## src/rtl/brc_pkg.sv

```systemverilog
package brc_pkg;

    typedef enum logic [1:0] {
        OP_ADD = 2'd0,
        OP_SUB = 2'd1,
        OP_CMP = 2'd2,
        OP_TST = 2'd3
    } op_e;

    typedef struct packed {
        logic c;
        logic s;
        logic z;
        logic v;
    } flags_t;

    typedef enum logic [4:0] {
        CC_ZSET  = 5'd0,
        CC_ZCLR  = 5'd1,
        CC_CSET  = 5'd2,
        CC_CCLR  = 5'd3,
        CC_PLUS  = 5'd4,
        CC_MINUS = 5'd5,
        CC_VSET  = 5'd6,
        CC_VCLR  = 5'd7,
        CC_UHI   = 5'd8,
        CC_UHS   = 5'd9,
        CC_ULO   = 5'd10,
        CC_ULS   = 5'd11,
        CC_EQ    = 5'd12,
        CC_NE    = 5'd13,
        CC_SGT   = 5'd14,
        CC_SGE   = 5'd15,
        CC_SLT   = 5'd16,
        CC_SLE   = 5'd17
    } cond_e;

    localparam logic [4:0] LAST_CODE = 5'd17;

    function automatic logic op_writes(op_e op);
        return (op == OP_ADD) || (op == OP_SUB);
    endfunction

    function automatic logic op_subtracts(op_e op);
        return (op == OP_SUB) || (op == OP_CMP);
    endfunction

    function automatic logic cond_hit(flags_t f, logic [4:0] code);
        logic lt;
        lt = f.s ^ f.v;
        case (code)
            CC_ZSET:  return f.z;
            CC_ZCLR:  return !f.z;
            CC_CSET:  return f.c;
            CC_CCLR:  return !f.c;
            CC_PLUS:  return !f.s;
            CC_MINUS: return f.s;
            CC_VSET:  return f.v;
            CC_VCLR:  return !f.v;
            CC_UHI:   return f.c && !f.z;
            CC_UHS:   return f.c;
            CC_ULO:   return !f.c;
            CC_ULS:   return !f.c || f.z;
            CC_EQ:    return f.z;
            CC_NE:    return !f.z;
            CC_SGT:   return !lt && !f.z;
            CC_SGE:   return !lt;
            CC_SLT:   return lt;
            CC_SLE:   return lt || f.z;
            default:  return 1'b0;
        endcase
    endfunction

endpackage

```

## src/rtl/brc_flag_alu.sv

```systemverilog
module brc_flag_alu
    import brc_pkg::*;
#(
    parameter int DATA_W = 8
) (
    input  op_e               op,
    input  logic [DATA_W-1:0] a,
    input  logic [DATA_W-1:0] b,
    output logic [DATA_W-1:0] res,
    output flags_t            flg
);
    localparam int MSB = DATA_W - 1;

    logic              inv;
    logic [DATA_W-1:0] bx;
    logic [DATA_W-1:0] lo_sum;
    logic [1:0]        hi_sum;
    logic              c_into_msb;
    logic [DATA_W-1:0] sum_res;
    logic [DATA_W-1:0] and_res;

    always_comb begin
        inv        = op_subtracts(op);
        bx         = inv ? ~b : b;
        lo_sum     = {1'b0, a[MSB-1:0]} + {1'b0, bx[MSB-1:0]}
                   + {{(DATA_W-1){1'b0}}, inv};
        c_into_msb = lo_sum[MSB];
        hi_sum     = {1'b0, a[MSB]} + {1'b0, bx[MSB]} + {1'b0, c_into_msb};
        sum_res    = {hi_sum[0], lo_sum[MSB-1:0]};
        and_res    = a & b;

        if (op == OP_TST) begin
            res   = and_res;
            flg.c = 1'b0;
            flg.v = 1'b0;
        end else begin
            res   = sum_res;
            flg.c = hi_sum[1];
            flg.v = hi_sum[1] ^ c_into_msb;
        end
        flg.s = res[MSB];
        flg.z = (res == '0);
    end

endmodule

```

## src/rtl/brc_flag_state.sv

```systemverilog
module brc_flag_state
    import brc_pkg::*;
#(
    parameter int DATA_W = 8
) (
    input  logic              clk,
    input  logic              rst,
    input  logic              load,
    input  logic              wr,
    input  logic [DATA_W-1:0] d_res,
    input  flags_t            d_flg,
    output logic [DATA_W-1:0] q_res,
    output logic              q_we,
    output flags_t            q_flg
);
    always_ff @(posedge clk) begin
        if (rst) begin
            q_res <= '0;
            q_we  <= 1'b0;
            q_flg <= '0;
        end else begin
            q_we <= load && wr;
            if (load) begin
                q_flg <= d_flg;
            end
            if (load && wr) begin
                q_res <= d_res;
            end
        end
    end


    flag_hold_chk: assert property (@(posedge clk) disable iff (rst)
        ($past(!rst) && !$past(load)) |-> ($stable(q_flg) && !q_we));

endmodule

```

## src/rtl/brc_cond_eval.sv

```systemverilog
module brc_cond_eval
    import brc_pkg::*;
(
    input  flags_t     flg,
    input  logic [4:0] code,
    output logic       taken
);
    always_comb begin
        taken = cond_hit(flg, code);
    end

endmodule

```

## src/rtl/brc_flag_unit.sv

```systemverilog
module brc_flag_unit
    import brc_pkg::*;
#(
    parameter int DATA_W = 8
) (
    input  logic              clk,
    input  logic              rst,
    input  logic              op_valid,
    input  logic [1:0]        op_sel,
    input  logic [DATA_W-1:0] opnd_a,
    input  logic [DATA_W-1:0] opnd_b,
    input  logic [4:0]        cond_sel,
    output logic [DATA_W-1:0] res_data,
    output logic              res_we,
    output logic [3:0]        flags_out,
    output logic              branch_taken
);
    localparam int MSB = DATA_W - 1;

    op_e               op;
    logic [DATA_W-1:0] alu_res;
    flags_t            alu_flg;
    flags_t            flg_q;

    assign op = op_e'(op_sel);

    brc_flag_alu #(.DATA_W(DATA_W)) u_alu (
        .op  (op),
        .a   (opnd_a),
        .b   (opnd_b),
        .res (alu_res),
        .flg (alu_flg)
    );

    brc_flag_state #(.DATA_W(DATA_W)) u_state (
        .clk   (clk),
        .rst   (rst),
        .load  (op_valid),
        .wr    (op_writes(op)),
        .d_res (alu_res),
        .d_flg (alu_flg),
        .q_res (res_data),
        .q_we  (res_we),
        .q_flg (flg_q)
    );

    brc_cond_eval u_cond (
        .flg   (flg_q),
        .code  (cond_sel),
        .taken (branch_taken)
    );

    assign flags_out = flg_q;


    cmp_carry_chk: assert property (@(posedge clk) disable iff (rst)
        $past(!rst && op_valid && op_sel == 2'd2)
        |-> (flg_q.c == ($past(opnd_a) >= $past(opnd_b))));


    zero_res_chk: assert property (@(posedge clk) disable iff (rst)
        res_we |-> (flg_q.z == (res_data == '0)));


    sub_overflow_chk: assert property (@(posedge clk) disable iff (rst)
        $past(!rst && op_valid && op_sel == 2'd1)
        |-> (flg_q.v == (($past(opnd_a[MSB]) ^ $past(opnd_b[MSB]))
                         & (res_data[MSB] ^ $past(opnd_a[MSB])))));


    no_write_chk: assert property (@(posedge clk) disable iff (rst)
        ($past(!rst) && !$past(op_valid && !op_sel[1])) |-> ($stable(res_data) && !res_we));


    unused_code_chk: assert property (@(posedge clk) disable iff (rst)
        (cond_sel > LAST_CODE) |-> !branch_taken);

endmodule

```

## config.mk

```make
export PLATFORM = sky130hd
export DESIGN_NAME = brc_flag_unit
export DESIGN_NICKNAME = d
export VERILOG_FILES = /design/src/rtl/brc_pkg.sv /design/src/rtl/brc_flag_alu.sv /design/src/rtl/brc_flag_state.sv /design/src/rtl/brc_cond_eval.sv /design/src/rtl/brc_flag_unit.sv
export SDC_FILE = /design/constraint.sdc
export NUM_CORES = 1
export LEC_CHECK = 0
export BUFFER_PORTS_ARGS = -buffer_cell sky130_fd_sc_hd__buf_2
export CAP_MARGIN = 20
export CORE_MARGIN = 5
export CORE_UTILIZATION = 45
export DETAILED_ROUTE_END_ITERATION = 6
export HOLD_SLACK_MARGIN = 0.03
export MAX_ROUTING_LAYER = met4
export PLACE_DENSITY_LB_ADDON = 0.3
export SLEW_MARGIN = 40
export SYNTH_ARGS = -nofsm -noshare
export SYNTH_HDL_FRONTEND = slang
export SYNTH_SLANG_ARGS = --single-unit
```

## constraint.sdc

```tcl
create_clock -name clk -period 4.2 [get_ports clk]
set_input_delay 0 -clock clk [delete_from_list [all_inputs] [get_ports clk]]
set_output_delay 0 -clock clk [all_outputs]
set_load 0.005 [all_outputs]
```

== Word-level counts from Yosys, hierarchy flattened ==
Cells that the tools add are included.
Operators by class
  add/sub/neg operators: 4
  multipliers: 0
  div/mod/pow operators: 0
  $lt $le $gt $ge: 0
  eq/ne operators: 20
  shift-type cells: 0
  muxes and demuxes: 5
  bitwise operators: 4
  reduce and logical (&&, ||, !) cells: 19
Operators by type and width (count)
  == test 5 x 4 -> 1 bit, second input constant: 8
  == test 5 x 3 -> 1 bit, second input constant: 4
  two-way mux 8 bit: 2
  case mux 1 bit (14 select lines): 1
  == test 5 x 2 -> 1 bit, second input constant: 2
  == test 5 bit, second input constant: 2
  adder 7 x 7 -> 8 bit: 1
  adder 8 x 1 -> 8 bit: 1
  AND 8 bit: 1
  zero test 8 bit: 1
  NOT 8 bit: 1
  OR reduction 2 bit: 4
  == test 5 x 1 -> 1 bit, second input constant: 1
  zero test 1 bit: 5
  zero test 5 bit: 1
  == test 2 bit, second input constant: 2
  logical OR 1 bit: 4
  logical AND 1 bit: 3
  adder 1 x 1 -> 2 bit: 1
  adder 2 x 1 -> 2 bit: 1
  == test 2 x 1 -> 1 bit, second input constant: 1
  zero test 2 bit: 1
  two-way mux 1 bit: 2
  XOR 1 bit: 2
Storage, ports and cells
  register bits: 13
  bits in latches: 0
  RAM bits: 0
  ROM bits: 0
  input bits: 26
  output and inout bits: 14
  memories: 0

== Depth between registers and ports, before layout ==
Gate-level depths: netlist (run 1).
  depth after elaboration: 8
  mapped depth: 14
  gate-level depth less buffers: 13

== Cells and area by module ==
Synthesis (run 1) repeated with hierarchy kept, for this count alone.
Second synthesis, totals
  cells, all modules: 153
  area total of the unflattened synthesis: 1335.0 µm²
By module, submodules not included
  brc_flag_alu: times used 1, cells an instance 75, area each 613.1 µm², sequential area each 0.0 µm²
  brc_flag_state: times used 1, cells an instance 52, area each 528.0 µm², sequential area each 260.2 µm²
  brc_cond_eval: times used 1, cells an instance 25, area each 190.2 µm², sequential area each 0.0 µm²
  brc_flag_unit: times used 1, cells an instance 1, area each 3.8 µm², sequential area each 0.0 µm²

== Worst setup path before layout (run 1) ==
OpenSTA, ideal clock, no wires.
  kind: input -> register
  start point: in op_sel[0]
  end point: reg u_state.q_flg[1] in the netlist's numbering
  data arrival time: 2695 ps
  required time: 4112 ps
  slack: 1417 ps
  cell stages on the path: 14
  buffers on the path: 1
  cells stage by stage: inv_1 > ha_1 > buf_6 > xor2_1 > ha_1 > a21oi_1 > o221ai_2 > a31oi_1 > fa_1 > nor2_1 > a31oi_1 > nor4b_2 > o2111ai_1 > o32ai_2
Between the ends
  longest elaborated chain between the ends: 8
  elaborated cells on any way between the ends: 11
RTL lines
  start, declared: line brc_flag_unit.sv:9  | input logic [1:0] op_sel,
  == test 2 x 1 -> 1 bit / == test 2 bit (equally long branches): line brc_pkg.sv:45  | return (op == OP_SUB) || (op == OP_CMP);
  logical OR 1 bit: line brc_pkg.sv:45
  two-way mux 8 bit: line brc_flag_alu.sv:24  | bx = inv ? ~b : b;
  adder 7 x 7 -> 8 bit: line brc_flag_alu.sv:25  | lo_sum = {1'b0, a[MSB-1:0]} + {1'b0, bx[MSB-1:0]}
  adder 8 x 1 -> 8 bit: line brc_flag_alu.sv:26  | + {{(DATA_W-1){1'b0}}, inv};
  adder 2 x 1 -> 2 bit: line brc_flag_alu.sv:28  | hi_sum = {1'b0, a[MSB]} + {1'b0, bx[MSB]} + {1'b0, c_into_msb};
  two-way mux 8 bit (*): line brc_flag_alu.sv:32  | if (op == OP_TST) begin
  zero test 8 bit (*): line brc_flag_alu.sv:42  | flg.z = (res == '0);
  end signal, assigned: line brc_flag_state.sv:24  | q_flg <= d_flg;
  end, declared: line brc_flag_state.sv:14  | output flags_t q_flg
Every way passes the cells marked *; elsewhere a longest branch is shown, timed or not.
A chain may end at the register's enable or synchronous reset.

== Worst setup path after layout (run 1) ==
Ends and elaborated chain as after synthesis.

==> impl_metrics.env, run 1 <==
export IMPL_run_status="finished clean"
export IMPL_rr_endpoint="u_state.q_flg[0]"
export IMPL_end_kind="flop"
export IMPL_area_growth_synth_to_final_pct=14.9
export IMPL_route_detailed_drc=0
export IMPL_xor_and_xnor_area_share_after_synthesis_pct=9.39
export IMPL_hold_end="u_state.q_res[1]"
export IMPL_worstHoldPathType="input port to flop"
export IMPL_count_of_cell_types_in_the_netlist=44
export IMPL_floorplan_die_area_um2=4080
export IMPL_routed_wire_length_per_instance_um=13.8
export IMPL_setup_viol=0
export IMPL_rsz0062_at_grt="false"
export IMPL_worstReg2RegStart="u_state.q_flg[0]"
export IMPL_fin_crit_sh_pct=73.1
export IMPL_layout_min_cycle_time_ns=3.07
export IMPL_grt_first_pass_wirelength_mm=5.35
export IMPL_rows=19
export IMPL_number_of_max_cap_violations=0
export IMPL_nNetsFinal=233
export IMPL_regToRegSetupSlack_ns=3.45
export IMPL_critical_path_arrival_ns=3.25
export IMPL_numPortBuffers=39
export IMPL_synth_top_area_share_pct=19.9
export IMPL_cts_reportedPaths_clkPinSlew_ns=0.08
export IMPL_track_usage_pct=15.7
export IMPL_asyncSetResetFlopFracSynth_pct=0
export IMPL_peakVddDrop_mv=0.228
export IMPL_synth_common_cells="19 x nor2_1, 13 x dfxtp_1, 12 x ha_1"
export IMPL_worstSetupStartpointType="input port"
export IMPL_syn_num_nets=200
export IMPL_fin_skew_ns=0
export IMPL_post_synth_main_area_contributors="dfxtp_1 20%, ha_1 11%, nor2_1 5.5%"
export IMPL_fp_coreArea_um2=2760
export IMPL_htree_levels=1
export IMPL_number_of_antenna_repair_diodes=0
export IMPL_synth_flop_cell="dfxtp_1"
export IMPL_timing_critical_path_required_ns=4.38
export IMPL_power_density_nw_per_um2=285
export IMPL_hold_path_depth=3
export IMPL_cts_resized=0
export IMPL_yosys_warning_total=0
export IMPL_synth_enable_flop_cells=0
export IMPL_ys_ff_latch=13
export IMPL_fmax_ghz=0.326
export IMPL_power_leakage_nw=0.653
export IMPL_route_antenna_remaining_nets=0
export IMPL_totalNegativeSetupSlack_ns=0
export IMPL_timing_final_hold_violations=0
export IMPL_muxShareOfSynthArea_pct=2.59
export IMPL_yosys_area_share_simple_pct=23.3
export IMPL_synthesis_instances=160
export IMPL_share_of_cells_above_drive_strength_1_pct=24.5
export IMPL_grt_overflow=0
export IMPL_finalInstanceArea_um2=1500
export IMPL_die_y_um=63.9
export IMPL_detailroute_via_count=1267
export IMPL_finalWirelength_mm=3.09
export IMPL_initial_core_util_pct=47.4
export IMPL_hpwlAfterDp_mm=2.57
export IMPL_grt_start_max_net_pins=24
export IMPL_rr_worst_depth=2
export IMPL_seq_area_frac_synth_pct=19.9
export IMPL_cts_tree="built"
export IMPL_synthesized_area_fraction_occupied_by_ao_oa_aoi_and_oai_cells_pct=23.6
export IMPL_ctsRootBufferMaster="clkbuf_4"
export IMPL_dominant_combinational_cell_family_by_area_after_synthesis="compound AO/OA/AOI/OAI gates"
export IMPL_number_of_antenna_violations_at_the_first_check_in_global_routing=0
export IMPL_post_synth_top_area_cell="dfxtp_1"
export IMPL_max_slew_worst_pin_slew_ns=0.777
export IMPL_number_of_global_route_vias_before_repair=1237
export IMPL_drt_iter0_markers=52
export IMPL_routabilityCongestion=0.862
export IMPL_num_io_pins=40
export IMPL_dpl_cell_area_um2=1480
export IMPL_clock_sinks=13
export IMPL_final_max_slew_violation_count=0
export IMPL_postCtsSetupBuffers=0
export IMPL_worst_slew_margin_relative_to_its_limit_pct=48.2
export IMPL_worstPathMaxFanout=8
export IMPL_syn_area_per_cell_um2=8.16
export IMPL_clockBufferDepth=2
export IMPL_first_pass_iters=4
export IMPL_die_width_um=63.9
export IMPL_synth_cell_area_um2=1310
export IMPL_vias_per_cell=5.68
export IMPL_holdCritStartpoint="opnd_b[1]"
export IMPL_ctsHoldBuffers=0
export IMPL_synthAdderAreaFrac_pct=14.6
export IMPL_numCtsBuffers=3
export IMPL_insertion_delay_ns=0.26
export IMPL_yosys_cell_count_top_type="nor2_1"
export IMPL_crit_type="input port to flop"
## report_power, final
part / internal (mW) / switching, mW / total (mW)
Combinational: 0.0923 / 0.120 / 0.213
Sequential: 0.134 / 0.00758 / 0.141
Clock: 0.0367 / 0.0377 / 0.0744
## registers in the layout, summed over array words and instances, names as in the netlist
register       count
u_state.q_res      8
u_state.q_we       1
u_state.q_flg      4
## kinds of logic (layout without fill, tap and decap cells)
family | Yosys count | in the layout
adders and majority gates | 14 | 14
DFF | 13 | 13
muxes | 3 | 3
AOI/OAI and AO/OA | 44 | 44
and+or+nand+nor | 55 | 55
xor gates and xnor gates | 14 | 14
buffers and inverters | 17 | 49
## layer usage
| metal | vias to the layer above | wire, µm | share of wire [%] | track usage, % |
|---|---|---|---|---|
| met5 | - | 0 | 0 | - |
| met4 | 0 | 12 | 0.39 | 3.12 |
| met3 | 2 | 146 | 4.7 | 2.63 |
| met2 | 24 | 1480 | 48 | 26.5 |
| met1 | 586 | 1450 | 47 | 19.6 |
| li1 | 655 | - | - | - |
## worst max path at each step
stage / startpoint / to / slack, ns / depth (start not counted)
after global placement: op_sel[0] / u_state.q_flg[1] / 1.01 / 14
after floorplan: op_sel[0] / u_state.q_flg[1] / 1.42 / 14
after CTS: op_sel[0] / u_state.q_flg[1] / 1.12 / 14
after global routing: op_sel[0] / u_state.q_flg[1] / 0.83 / 14
final: op_sel[0] / u_state.q_flg[1] / 1.13 / 14
after detailed placement: op_sel[0] / u_state.q_flg[1] / 0.85 / 14
## layout by cell type, fill, tap and decap left out, types with 2 or more instances in the layout
cell type and count:
a211oi_1 6, a21o_1 2, a21oi_1 11, a31oi_1 4, buf_2 39, clkbuf_4 3
dfxtp_1 13, fa_1 2, ha_1 12, inv_1 6, mux2i_1 2, nand2_1 8
nand2b_1 4, nand3_1 6, nand4_1 3, nand4b_1 2, nor2_1 19, nor3b_1 5
nor4bb_1 2, o211ai_1 3, o21a_1 2, o21ai_0 6, xnor2_1 7, xor2_1 7
## per-stage QoR
stage | std cells | power (mW) | utilization (%) | hold WS, ns | setup WS (ns)
5_1_grt | 223 | 0.468 | 54.4 | 0.0563 | 0.833
3_3_place_gp | 219 | 0.349 | 53.5 | 0.311 | 1.01
3_5_place_dp | 219 | 0.356 | 53.5 | 0.332 | 0.853
6_report | 223 | 0.429 | 54.4 | 0.0458 | 1.13
2_1_floorplan | 160 | 0.300 | - | 0.0721 | 1.42
4_1_cts | 223 | 0.430 | 54.4 | 0.0483 | 1.12
## worst max-delay path, stage by stage
cell and delay [ns]:
buf_2 0.10, inv_1 0.04, ha_1 0.45, xor2_1 0.21
ha_1 0.39, a21oi_1 0.14, o221ai_2 0.22, a31oi_1 0.19
fa_1 0.53, nor2_1 0.04, a31oi_1 0.26, nor4b_2 0.26
o2111ai_1 0.16, o32ai_2 0.24
## layout make-up
type | count | area [µm²]
fillers | 276 | 1260
well taps | 31 | 38.8
multi-input cells | 130 | 958
inverters | 6 | 22.5
repair buffers | 39 | 195
flip-flops and latches | 13 | 260
clock buffers | 4 | 26.3
(Power assumes the default switching activity.)
==> run 2, diff against run 1 <==
--- a/config.mk
+++ b/config.mk
@@ -5,6 +5,7 @@
 export SDC_FILE = /design/constraint.sdc
 export NUM_CORES = 1
 export LEC_CHECK = 0
+export ABC_AREA = 1
 export BUFFER_PORTS_ARGS = -buffer_cell sky130_fd_sc_hd__buf_2
 export CAP_MARGIN = 20
 export CORE_MARGIN = 5
==> constraint.sdc (replaced) <==
create_clock -name clk -period 2.8 [get_ports clk]
set_input_delay 0 -clock clk [delete_from_list [all_inputs] [get_ports clk]]
set_output_delay 0 -clock clk [all_outputs]
set_load 0.005 [all_outputs]
==> impl_metrics.env, run 2 <==
export IMPL_layout_min_cycle_time_ns=2.48
export IMPL_cts_tree="built"
export IMPL_peakVddDrop_mv=0.313
export IMPL_syn_area_per_cell_um2=6.38
export IMPL_synth_cell_area_um2=1390
export IMPL_nNetsFinal=316
export IMPL_pwr_share_clk_pct=16.4
export IMPL_share_of_cells_above_drive_strength_1_pct=26.5
export IMPL_clockBufferDepth=2
export IMPL_yosys_cell_count_top_type="nand2_1"
export IMPL_grt_overflow=0
export IMPL_detailroute_via_count=1547
export IMPL_routabilityCongestion=0.862
export IMPL_post_synth_main_area_contributors="dfxtp_1 19%, nand2_1 15%, ha_1 11%"
export IMPL_hpwlAfterDp_mm=2.86
export IMPL_synth_flop_cell="dfxtp_1"
export IMPL_initial_core_util_pct=46.3
export IMPL_die_width_um=65.6
export IMPL_fmax_ghz=0.403
export IMPL_vias_per_cell=5.02
export IMPL_worstHoldPathType="input port to flop"
export IMPL_max_slew_worst_pin_slew_ns=0.512
export IMPL_final_fill_count=302
export IMPL_numPortBuffers=39
export IMPL_synthesis_instances=218
export IMPL_yosys_warning_total=0
export IMPL_mostFrequentLayoutCells="54 x nand2_1, 39 x buf_2, 33 x inv_1"
export IMPL_drt_iter0_markers=108
export IMPL_worst_slew_margin_relative_to_its_limit_pct=65.9
export IMPL_htree_levels=1
export IMPL_power_share_sequential_pct=29.7
export IMPL_synth_top_area_share_pct=18.7
export IMPL_number_of_max_cap_violations=0
export IMPL_setup_viol=0
export IMPL_met2_wirelength_mm=1.59
export IMPL_clock_sinks=13
export IMPL_seq_area_frac_synth_pct=18.7
export IMPL_largest_reg_flops=8
export IMPL_wl_met3_um=174
export IMPL_timing_final_hold_violations=0
export IMPL_most_frequent_standard_cell_in_the_layout_excluding_fill_and_tap_cells="nand2_1"
export IMPL_critical_path_arrival_ns=2.70
export IMPL_finalWirelength_mm=3.33
export IMPL_worstPathMaxFanout=8
export IMPL_rsz0062_at_grt="false"
export IMPL_count_of_cell_types_in_the_netlist=29
export IMPL_number_of_global_route_vias_before_repair=1363
export IMPL_die_y_um=65.6
export IMPL_grt_first_pass_wirelength_mm=5.74
export IMPL_number_of_antenna_violations_at_the_first_check_in_global_routing=0
export IMPL_routed_wire_length_per_instance_um=10.8
export IMPL_power_density_nw_per_um2=401
export IMPL_reg_largest_list="u_state.q_res (8), u_state.q_flg (4), u_state.q_we (1)"
export IMPL_route_detailed_drc=0
export IMPL_post_synth_top_area_cell="dfxtp_1"
export IMPL_final_critical_path_setup_slack_ns=0.319
export IMPL_first_pass_iters=4
export IMPL_end_kind="flop"
export IMPL_fin_crit_sh_pct=88.6
export IMPL_fp_coreArea_um2=3000
export IMPL_wirelength_met1_mm=1.54
export IMPL_switching_power_uw=279
export IMPL_number_of_antenna_repair_diodes=0
export IMPL_rows=20
export IMPL_top_layer_used="met4"
export IMPL_final_max_slew_violation_count=0
export IMPL_route_antenna_remaining_nets=0
export IMPL_insertion_delay_ns=0.28
export IMPL_run_status="finished clean"
export IMPL_ys_ff_latch=13
export IMPL_synth_common_cells="54 x nand2_1, 33 x inv_1, 19 x nand3_1, 19 x nor2_1, 13 x dfxtp_1"
export IMPL_switching_share_pct=39.5
export IMPL_num_io_pins=40
export IMPL_ctsRootBufferMaster="clkbuf_4"
export IMPL_totalNegativeSetupSlack_ns=0
export IMPL_grt_start_max_net_pins=16
export IMPL_power_leakage_nw=1.01
export IMPL_worst_slack_after_detailed_placement_ns=-0.0650
export IMPL_worstSetupStartpointType="input port"
export IMPL_synth_enable_flop_cells=0
export IMPL_pwr_share_comb_pct=53.9
export IMPL_timing_critical_path_required_ns=3.02
export IMPL_floorplan_die_area_um2=4300
export IMPL_cts_reportedPaths_clkPinSlew_ns=0.08
export IMPL_syn_num_nets=258
export IMPL_max_flop_register="u_state.q_res"
export IMPL_cellInternalPower_uw=428
export IMPL_fin_skew_ns=0
export IMPL_crit_type="input port to flop"
export IMPL_area_growth_synth_to_final_pct=26.8
export IMPL_asyncSetResetFlopFracSynth_pct=0
export IMPL_track_usage_pct=17.0
export IMPL_numCtsBuffers=3
[run 2: cell types whose count changed after synthesis, moves of 4 or more]
cell      change
nand2b_1      -4
a21oi_1       -4
inv_1        +27
nor3b_1       -4
a211oi_1      -6
xnor2_1       -5
nand2_1      +46
buf_4         -4
nor3_1        +4
nand3_1      +13
nand2_2       +5
[run 2: final cells by class]
cell class                 instances  area (µm²)  area share [%]
multi-input combinational        166         971            55.0
timing repair buffer              56         330            18.7
sequential                        13         260            14.8
inverter                          36         135            7.66
tap                               33        41.3            2.34
clock buffer                       4        26.3            1.49
[run 2: kinds of logic after synthesis]
kind of cell             after synthesis  synth area share [%]
adder cells (fa/ha/maj)               14                  13.7
XOR/XNOR                               8                  5.04
AND/OR/NAND/NOR                      115                  38.0
AO/OA/AOI/OAI                         29                  12.9
flip-flops                            13                  18.7
buffers and inverters                 39                  11.7
[run 2: what timing repair did]
| item | in CTS | in global routing |
|---|---|---|
| gates resized for setup | 0 | 1 |
| setup endpoints to repair | 0 | 1 |
| hold endpoints to repair | 4 | 1 |
| setup buffers | 0 | 0 |
| hold buffers | 2 | 1 |
[run 2: worst paths after layout]
kind                                       start          endpoint  slack (ns)  cells past startpoint
worst max register to register  u_state.q_flg[0]  u_state.q_flg[0]        2.10                      4
worst min register to register  u_state.q_res[5]  u_state.q_res[5]        0.50                      2
worst min-delay path                   opnd_a[1]  u_state.q_res[1]        0.06                      3
worst max-delay path                   op_sel[1]  u_state.q_flg[1]        0.32                     21
[run 2: power by group through the flow]
stage / Combinational, mW / Clock (mW) / Sequential [mW]
floorplan: 0.244 / 0 / 0.215
global placement: 0.373 / 0 / 0.215
detailed placement: 0.378 / 0 / 0.215
CTS: 0.382 / 0.117 / 0.210
global route: 0.437 / 0.132 / 0.213
finish: 0.381 / 0.116 / 0.210
[run 2: per-stage QoR]
stage / power (mW) / util (%) / area, µm² / hold WS (ns) / std cells
after CTS: 0.709 / 58.3 / 1750 / 0.0302 / 307
after detailed placement: 0.593 / 56.8 / 1710 / 0.231 / 301
after global routing: 0.782 / 58.8 / 1760 / 0.0643 / 308
final: 0.707 / 58.8 / 1760 / 0.0590 / 308
after floorplan: 0.459 / - / 1390 / 0.0624 / 218
after global placement: 0.588 / 56.8 / 1710 / 0.229 / 301
[run 2: layer usage]
layer	vias to the layer above	track usage, %
li1	818	-
met1	692	21.9
met2	33	28.3
met3	4	3.25
met4	0	2.33
met5	-	-
[run 2: worst max-delay path: stages]
cell and delay, ns:
buf_2 0.10, inv_1 0.07, ha_2 0.35, xor2_1 0.17
ha_1 0.32, nand2_1 0.08, inv_1 0.07, nand2_2 0.05
nand2_1 0.08, nand4_1 0.10, nand2_1 0.10, inv_1 0.06
fa_1 0.52, o21ai_2 0.06, inv_1 0.09, nand2_2 0.06
nor2_2 0.09, nand2_1 0.05, nor2_1 0.09, nand3_1 0.08
a21oi_2 0.11
==> run 3, diff against run 2 <==
--- a/config.mk
+++ b/config.mk
@@ -8,6 +8,7 @@
 export ABC_AREA = 1
 export BUFFER_PORTS_ARGS = -buffer_cell sky130_fd_sc_hd__buf_2
 export CAP_MARGIN = 20
+export CORE_ASPECT_RATIO = 1.2
 export CORE_MARGIN = 5
 export CORE_UTILIZATION = 45
 export DETAILED_ROUTE_END_ITERATION = 6
==> impl_metrics.env, run 3 (synthesis gave the netlist of run 2 again) <==
export IMPL_die_width_um=60.8
export IMPL_run_status="finished clean"
export IMPL_worstReg2RegStart="u_state.q_flg[0]"
export IMPL_final_max_slew_violation_count=0
export IMPL_numPortBuffers=39
export IMPL_hold_end="u_state.q_res[1]"
export IMPL_number_of_antenna_repair_diodes=0
export IMPL_detailroute_via_count=1531
export IMPL_switching_power_uw=283
export IMPL_slowest_stage="fa_1"
export IMPL_final_fill_count=307
export IMPL_seq_area_um2=260
export IMPL_grt_first_pass_wirelength_mm=5.74
export IMPL_first_pass_iters=4
export IMPL_timing_critical_path_required_ns=3.01
export IMPL_rows=22
export IMPL_number_of_antenna_violations_at_the_first_check_in_global_routing=0
export IMPL_track_usage_pct=17.3
export IMPL_peakVddDrop_mv=0.322
export IMPL_numCtsBuffers=3
export IMPL_rr_endpoint="u_state.q_flg[0]"
export IMPL_end_kind="flop"
export IMPL_htree_levels=1
export IMPL_largest_reg_flops=8
export IMPL_fin_util_pct=59.9
export IMPL_fin_crit_sh_pct=90.0
export IMPL_regToRegSetupSlack_ns=2.11
export IMPL_setup_viol=0
export IMPL_num_io_pins=40
export IMPL_nNetsFinal=320
export IMPL_hpwlAfterDp_mm=2.87
export IMPL_cts_tree="built"
export IMPL_fmax_ghz=0.397
export IMPL_worst_slew_margin_relative_to_its_limit_pct=65.5
export IMPL_clockBufferDepth=2
export IMPL_holdCritStartpoint="opnd_a[1]"
export IMPL_post_layout_total_power_uw=730
export IMPL_grt_overflow=0
export IMPL_number_of_global_route_vias_before_repair=1400
export IMPL_pwr_share_clk_pct=15.0
export IMPL_max_flop_register="u_state.q_res"
export IMPL_timing_final_hold_violations=0
export IMPL_hold_path_depth=3
export IMPL_finish_cell_count_without_fillers=315
export IMPL_worstPathMaxFanout=7
export IMPL_area_growth_synth_to_final_pct=30.3
export IMPL_critical_path_arrival_ns=2.74
export IMPL_layout_min_cycle_time_ns=2.52
export IMPL_vias_per_cell=4.86
export IMPL_cellInternalPower_uw=447
export IMPL_worst_path_buf_inv=4
export IMPL_mostFrequentLayoutCells="53 x nand2_1, 38 x buf_2, 32 x inv_1"
export IMPL_max_slew_worst_pin_slew_ns=0.517
export IMPL_fp_coreArea_um2=3030
export IMPL_routabilityCongestion=0.908
export IMPL_number_of_max_cap_violations=0
export IMPL_route_detailed_drc=0
export IMPL_route_antenna_remaining_nets=0
export IMPL_initial_core_util_pct=46.0
export IMPL_critical_path_top_delay_family="adder cells"
export IMPL_drt_iter0_markers=95
export IMPL_cp_cell_sequence="buf_2 > inv_1 > ha_2 > xor2_1 > ha_1 > a21oi_1 > o31a_1 > nand2_1 > inv_1 > fa_1 > o21ai_2 > inv_2 > nand2_2 > nor2_2 > nand2_1 > nor2_1 > nand3_1 > a21oi_2"
export IMPL_worstHoldPathType="input port to flop"
export IMPL_routed_wire_length_per_instance_um=10.8
export IMPL_cp_max_stage_delay_ns=0.55
export IMPL_power_density_nw_per_um2=403
export IMPL_floorplan_die_area_um2=4310
export IMPL_worstSetupStartpointType="input port"
export IMPL_most_frequent_standard_cell_in_the_layout_excluding_fill_and_tap_cells="nand2_1"
export IMPL_clock_sinks=13
export IMPL_rr_worst_depth=4
export IMPL_finalWirelength_mm=3.41
export IMPL_insertion_delay_ns=0.27
export IMPL_switching_share_pct=38.7
export IMPL_fin_skew_ns=0
export IMPL_grt_start_max_net_pins=16
export IMPL_ctsRootBufferMaster="clkbuf_4"
export IMPL_share_of_cells_above_drive_strength_1_pct=28.7
export IMPL_cts_reportedPaths_clkPinSlew_ns=0.07
export IMPL_power_share_sequential_pct=28.8
export IMPL_reg_largest_list="u_state.q_res (8), u_state.q_flg (4), u_state.q_we (1)"
export IMPL_crit_type="input port to flop"
export IMPL_die_y_um=70.9
export IMPL_power_leakage_nw=1.04
export IMPL_pwr_share_comb_pct=56.2
export IMPL_multi_input_area_um2=981
export IMPL_cell_count_after_placement=307
export IMPL_rsz0062_at_grt="false"
==> run 3: changes by cell type in the layout (fill, tap and decap cells not counted), sizes merged <==
cell,before,now
buf,53,57
dlymetal6s4s,0,1
dlygate4sd3,3,2
==> run 3: how the worst max path moves through the flow <==
stage | start | endpoint | slack [ns] | cells after the start
after floorplan | op_sel[0] | u_state.q_flg[1] | 0.23 | 21
after global placement | op_sel[0] | u_state.q_flg[1] | -0.03 | 21
after detailed placement | op_sel[0] | u_state.q_flg[1] | -0.1 | 21
after CTS | opnd_b[1] | u_state.q_flg[1] | 0.16 | 20
after global routing | op_sel[1] | u_state.q_flg[1] | 0.02 | 21
final | op_sel[1] | u_state.q_flg[1] | 0.28 | 18
==> run 3: repair_timing <==
item / CTS / global route
gates resized for setup: 0 / 5
endpoints found under the setup margin: 0 / 1
hold buffers: 3 / 0
endpoints found under the hold margin: 5 / 0
buffers inserted: 0 / 2
==> run 3: layer usage <==
metal  up-vias  global-route usage, %  wire length, µm
li1        824                      -                -
met2        32                   30.0             1720
met5         -                      -                0
met4         0                   2.17                8
met3         2                   2.74              159
met1       673                   21.2             1510
==> run 3: per-stage QoR <==
stage | hold WS, ns | setup WS [ns] | setup TNS (ns) | area (µm²)
6_report | 0.0596 | 0.279 | 0 | 1810
3_3_place_gp | 0.222 | -0.0256 | -0.0256 | 1730
2_1_floorplan | 0.0624 | 0.228 | 0 | 1390
3_5_place_dp | 0.223 | -0.0971 | -0.0971 | 1730
4_1_cts | 0.0515 | 0.161 | 0 | 1790
5_1_grt | 0.0553 | 0.0242 | 0 | 1810
==> run 3: worst register-to-register path, delay by kind of cell (launching register included) <==
| kind | cells | cell delay, ns |
|---|---|---|
| AND/OR/NAND/NOR | 3 | 0.20 |
| flip-flops | 1 | 0.39 |
| buffers and inverters | 1 | 0.05 |
==> run 3: cell type report <==
cell class,count,share of cell area [%]
multi-input cells,166,54.1
repair buffers,60,20.2
flip-flops and latches,13,14.4
inverters,36,7.45
well taps,36,2.48
clock buffers,4,1.45
==> run 3: power by group through the flow <==
stage / clock network, mW / registers, mW / logic (mW)
detailed placement: 0 / 0.214 / 0.390
global route: 0.125 / 0.212 / 0.469
CTS: 0.113 / 0.210 / 0.395
finish: 0.109 / 0.210 / 0.410
floorplan: 0 / 0.215 / 0.244
global placement: 0 / 0.215 / 0.385
